<file path="config.mk">
export PLATFORM = sky130hd
export DESIGN_NAME = vfd_grid_mux
export DESIGN_NICKNAME = d
export VERILOG_FILES = /design/src/rtl/vfd_grid_mux.sv
export SDC_FILE = /design/constraint.sdc
export NUM_CORES = 1
export LEC_CHECK = 0
export ABC_AREA = 1
export BUFFER_PORTS_ARGS = -buffer_cell sky130_fd_sc_hd__buf_2
export CORE_UTILIZATION = 45
export DETAILED_ROUTE_END_ITERATION = 6
export PLACE_DENSITY_LB_ADDON = 0.15
export REMOVE_ABC_BUFFERS = 1
export SLEW_MARGIN = 0
export SYNTH_ARGS = -nofsm -noshare
export SYNTH_HDL_FRONTEND = slang
export SYNTH_SLANG_ARGS = --single-unit
export TNS_END_PERCENT = 5
</file>
<file path="constraint.sdc">
create_clock -name clk -period 2.2 [get_ports clk]
set_clock_uncertainty 0.2 [all_clocks]
set_input_delay 0 -clock clk [delete_from_list [all_inputs] [get_ports clk]]
set_output_delay 0 -clock clk [all_outputs]
set_load 0.01 [all_outputs]
</file>
<file path="src/rtl/vfd_grid_mux.sv">
module vfd_grid_mux #(
  parameter int MIN_DIGITS = 4,
  parameter int MAX_DIGITS = 8,
  parameter int SEG_BITS   = 8
) (
  input  logic                                       clk,
  input  logic                                       rst_n,
  input  logic                                       tick,
  input  logic [2:0]                                 mode,
  input  logic [2:0]                                 dim,
  input  logic                                       disp_on,
  output logic [$clog2(MAX_DIGITS)-1:0]              ram_addr,
  input  logic [SEG_BITS+MAX_DIGITS-MIN_DIGITS-1:0]  ram_data,
  output logic [MIN_DIGITS-1:0]                      grid,
  output logic [MAX_DIGITS-MIN_DIGITS-1:0]           shared,
  output logic [SEG_BITS-1:0]                        seg,
  output logic                                       frame_end
);
  localparam int SHR   = MAX_DIGITS - MIN_DIGITS;
  localparam int DIG_W = $clog2(MAX_DIGITS);
  localparam int CNT_W = DIG_W + 1;
  localparam int SUB_W = 4;

  logic [DIG_W-1:0] dig;
  logic [SUB_W-1:0] sub;
  logic [CNT_W-1:0] digits;
  logic [SUB_W:0]   width;
  logic             lit;
  logic [MAX_DIGITS-1:0] gvec;
  logic [SHR-1:0]   shr_n;

  assign digits = (mode > 3'(SHR)) ? CNT_W'(MAX_DIGITS) : CNT_W'(MIN_DIGITS) + CNT_W'(mode);

  always_comb begin
    case (dim)
      3'd0: width = 5'd1;
      3'd1: width = 5'd2;
      3'd2: width = 5'd4;
      3'd3: width = 5'd10;
      3'd4: width = 5'd11;
      3'd5: width = 5'd12;
      3'd6: width = 5'd13;
      default: width = 5'd14;
    endcase
  end

  wire slot_end = tick && (sub == {SUB_W{1'b1}});
  wire last_dig = {1'b0, dig} >= digits - CNT_W'(1);

  assign lit      = disp_on && ({1'b0, sub} < width);
  assign gvec     = lit ? (MAX_DIGITS'(1) << dig) : '0;
  assign ram_addr = dig;

  for (genvar k = 0; k < SHR; k++) begin : g_shr
    assign shr_n[k] = (digits >= CNT_W'(MIN_DIGITS + 1 + k))
                      ? gvec[MIN_DIGITS + k]
                      : (lit & ram_data[SEG_BITS + SHR - 1 - k]);
  end

  always_ff @(posedge clk) begin
    if (!rst_n) begin
      dig       <= '0;
      sub       <= '0;
      frame_end <= 1'b0;
      grid      <= '0;
      shared    <= '0;
      seg       <= '0;
    end else begin
      frame_end <= slot_end && last_dig;
      if (tick) begin
        sub <= sub + SUB_W'(1);
        if (slot_end) dig <= last_dig ? '0 : dig + DIG_W'(1);
      end
      grid   <= gvec[MIN_DIGITS-1:0];
      shared <= shr_n;
      seg    <= lit ? ram_data[SEG_BITS-1:0] : '0;
    end
  end
endmodule

</file>
After elaboration in Yosys (flattened, before gate mapping):

Cells that the tools add are included.

* flip-flop bits (word level): 24
* bits of input ports: 22
* output and inout port bits: 20
* logic and storage cells: 43

* add/sub/neg operators: 4
* equal/unequal tests: 7
* shifts and indexed selects: 1
* bitwise operators: 4
* reductions and logical operators: 6
* magnitude comparators: 7
* multiplexer cells: 8

Operators with widths (number)
* $pmux 4 s7: 1
* $ge 4x3->1 const B: 3
* $eq 3x3->1 const B: 3
* $mux 8: 1
* $shl 1x3->8 const A: 1
* $eq 3x2->1 const B: 2
* $lt 4x5->1: 1
* $add 3x3->4 const A: 1
* $add 4x1->4 const B: 1
* $and 1x1->1: 4
* $eq 4x4->1 const B: 1
* $ge 3x4->1: 1
* $ge 4x4->1 const B: 1
* $mux 1: 4
* $mux 4: 1
* $reduce_and 2->1: 2
* $sub 4x1->4 const B: 1
* $add 3x1->3 const B: 1
* $eq 3x1->1 const B: 1
* $gt 3x3->1 const B: 1
* $logic_and 1x1->1: 3
* $logic_not 3->1: 1
* $mux 3: 1

Longest topological paths before layout:

* word-level depth: 6
* gate-level depth with buffers: 12

Worst setup path before layout:

No wires, ideal clock.

* path kind: input to register
* from: input port dim[1]
* to: register shared[0]
* buffers on the path: 1
* stages: 10
* library setup time: 0.062 ns
* arrival time: 1.296 ns
* setup slack: 0.642 ns
* required time: 1.938 ns
* cell sequence: nand2_1 inv_1 or2_2 o21ai_0 ha_1 nand3_1 o21bai_1 nand3_2 buf_6 nor2_2

* cells in the longest elaborated chain, start to end: 6
* elaborated cells between the ends (all ways): 13

Ends and longest elaborated chain
* start: declaration: line 10 `input logic [2:0] dim,`
* $eq 3x3->1, or another cell as far along: line 35 `case (dim)`
* $pmux 4 s7 (*): line 35
* $lt 4x5->1 (*): line 50 `assign lit = disp_on && ({1'b0, sub} < width);`
* $logic_and 1x1->1 (*): line 50
* $and 1x1->1 or $mux 8 (tied branches): line 57, 51
* $mux 1 (*): line 56 `? gvec[MIN_DIGITS + k]`
* end signal: assignment: line 75 `shared <= shr_n;`
* end: declaration: line 15 `output logic [MAX_DIGITS-MIN_DIGITS-1:0] shared,`

Every way passes the cells marked *; elsewhere a longest branch is shown, timed or not.
A chain may end at the register's enable or synchronous reset.

Worst setup path after layout:

* from: input port mode[2]
* to: register shared[0]

* cells in the longest elaborated chain, start to end: 4
* elaborated cells between the ends (all ways): 5

Ends and longest elaborated chain
* start: declaration: line 9 `input logic [2:0] mode,`
* $add 3x3->4 or $gt 3x3->1 (tied branches): line 32 `assign digits = (mode > 3'(SHR)) ? CNT_W'(MAX_DIGITS) : CNT_W'(MIN_DIGITS) + CNT_W'(mode);`
* $mux 4 (*): line 32
* $ge 4x3->1 (*): line 55 `assign shr_n[k] = (digits >= CNT_W'(MIN_DIGITS + 1 + k))`
* $mux 1 (*): line 56

Marked as above.

==> summary.md <==
| Metric | Value |
|---|---|
| CTS tree | `yes` |
| Max Buffers Root-to-Sink | `2` |
| Antenna violations before repair | `0` |
| Die area | `0.002912 sq mm` |
| Port bufs | `41` |
| Setup_tns | `0 ns` |
| Mean Syn Cell Area | `about 8.0 sq um` |
| Placed Cells | `between 200 and 250` |
| Critical path, cell by cell | `dlygate4sd3_1 > buf_2 > o21a_1 > nor2_2 > inv_1 > ha_1 > inv_1 > nand2_1 > o21ai_0 > dlygate4sd3_1 > nor2_2` |
| Final setup fails | `0` |
| Critical path peak fanout | `6` |
| CTS Buf Count | `3` |
| Met1 wire length | `1084 um` |
| Sink Count | `24` |
| Max cap viols | `0` |
| Ant. Diodes | `0` |
| Final Power | `0.9073 mW` |
| Final Hold Vio Count | `0` |
| Worst slew pin tran | `0.4142 ns` |
| Post-CTS setup buffers | `0` |
| Detailed Route WL | `2409 um` |
| Iteration-0 DRC Markers | `5` |
| Share of cells above drive strength 1 | `28.84%` |
| Tmin final | `2.025 ns` |
| Post-synthesis register bit count | `24` |
| Die X | `approximately 54 um` |
| Syn Std Cell Area | `0.001215 sq mm` |
| Vias after detailed routing | `1,115` |
| Slew headroom | `72.35%` |
| Status | `complete, no violations` |
| Final Non-Filler Cells | `~250` |
| Vias per cell | `4.551` |
| Hpwl dp | `roughly 1800 um` |
| First-pass GRT wire length | `3836 um` |
| Area grow syn2layout | `39.24%` |
| Warnings from Yosys | `0` |
| Critical Path Sink Type | `register` |
| WP data arrival | `2.02 ns` |
| Global Route Usage Sum | `a little under a fifth` |
| Fin. max-slew vios | `0` |
| Residual DRC | `0` |
| DR top layer | `met4` |
| CORE AREA | `roughly 0.0025 sq mm` |
| Crit share post-route | `92.05%` |
| RSZ-0062 raised after global routing | `false` |
| Die Span Y | `about 54 um` |
| WL met3 | `113 um` |
| Number of library cell types mapped by synthesis | `22` |
| Worst stage delay on the critical path | `0.58 ns` |
| Largest net degree at the start of global routing | `17` |
| Mapped Cells | `152` |
| Drt first pass iters | `5` |
| DR WL/cell | `~9.8 um` |
| Congestion Overflow GR | `0` |
| Critical Path RT | `2.20 ns` |
| Most frequent cells in the layout | `buf_2, inv_1, dfxtp_1, nand2_1, dlygate4sd3_1` |
| FILL cells | `220` |
| Slowest-stage cell, CP | `dlygate4sd3_1` |
| Static Leak | `0.9237 nW` |
| Antenna violation net count after detailed routing | `0` |
| Met2 Wirelength | `1195 um` |
| Routability cong. | `0.7720` |
| Register area share after synthesis | `around two fifths` |
| Clock slew at reported path FFs | `0.14 ns` |
| Most common cell after layout, fill and taps aside | `buf_2` |
| Initial Utilization | `between 40% and 50%` |
| Startpoint types | `primary input` |
| Fmax | `0.4938 GHz` |
| Hold WS | `0.1114 ns` |
| PwrDens | `around 540 mW/mm^2` |
| IO Pins | `between 40 and 50` |
| Vias in the first global route | `1,008` |
| Clock root buffer | `clkbuf_4` |
| Std-Cell Rows | `18` |
| Crit path kind | `primary input to register` |
| Worst vdd ir | `0.0003801 V` |
| Post-layout util | `~67%` |
| Clk_lat worst skew | `0.31 ns` |
| CTS H-tree lvls | `1` |
| HP Class | `primary input to register` |
| Final #Nets | `254` |
## registers in the layout, indices dropped and copies added, names as in the netlist
name	cells
ram_addr	3
frame_end	1
sub	4
seg	8
grid	4
shared	4
## power by group
| part | switching, mW | internal (mW) |
|---|---|---|
| Combinational | 0.0668 | 0.0704 |
| Clock | 0.131 | 0.184 |
| Sequential | 0.00683 | 0.448 |
## cell usage after synthesis (all sizes together)
library cell | number | area, sq um
nand3 | 7 | 40.04
dfxtp | 24 | 480.5
o21bai | 1 | 7.510
or2 | 2 | 12.51
xor2 | 1 | 8.760
o21ai | 10 | 50.04
mux2i | 1 | 10.01
ha | 16 | 200.2
o21a | 1 | 7.510
nor2 | 24 | 120.1
nor3b | 1 | 12.51
xnor2 | 1 | 8.760
buf | 1 | 11.26
a21oi | 8 | 40.04
inv | 32 | 120.1
nand4 | 1 | 6.260
nand2 | 21 | 78.83
## routing by layer
layer	up-vias	global-route usage [%]
li1	594	-
met1	490	19.12
met2	29	35.60
met3	2	3.672
met4	0	6.579
met5	-	0
## layout make-up
cell class | count | area (sq um) | share of cell area, %
Sequential cell | 24 | 480.5 | 28.40
Clock buffer | 3 | 22.52 | 1.331
Timing Repair Buffer | 60 | 395.4 | 23.37
Inverter | 32 | 120.1 | 7.101
Multi-Input combinational cell | 95 | 605.6 | 35.80
Tap cell | 30 | 37.54 | 2.219
Clock inverter | 1 | 30.03 | 1.775
## cells by family (layout without fill, tap and decap cells)
group	Yosys count	count (layout)	share of synthesized area, %
AND/OR/NAND/NOR	56	56	22.25
buffers and inverters	33	96	10.81
flip-flops	24	24	39.55
AO/OA/AOI/OAI	20	20	8.651
adder cells (fa/ha/maj)	16	16	16.48
XOR/XNOR	2	2	1.442
multiplexers	1	1	0.8239
## through the flow
| stage | area (sq um) | setup WS (ns) |
|---|---|---|
| floorplan | 1204 | 0.5519 |
| global placement | 1446 | 0.3347 |
| detailed placement | 1446 | 0.1440 |
| CTS | 1689 | 0.1501 |
| global route | 1692 | 0.03026 |
| finish | 1692 | 0.1749 |
## worst max-delay path, delay by kind of cell
family	cells	cell delay, ns
fa+ha+maj	1	0.19
compound gates	2	0.25
simple gates	3	0.20
buf+inv	5	1.39
## repair_timing
| action | in CTS | in global routing |
|---|---|---|
| setup endpoints to repair | 0 | 1 |
| resized for setup | 0 | 1 |
| endpoints found under the hold margin | 20 | 0 |
| hold buffers | 19 | 0 |
## final timing paths
path	from	to	slack, ns	cells after the start
setup reg to reg	sub[2]	seg[2]	0.30	6
hold / removal	disp_on	seg[6]	0.11	4
hold reg to reg	sub[1]	sub[1]	0.31	2
setup / recovery	mode[2]	shared[0]	0.17	11
No activity file was read; power rests on OpenSTA's default activity.
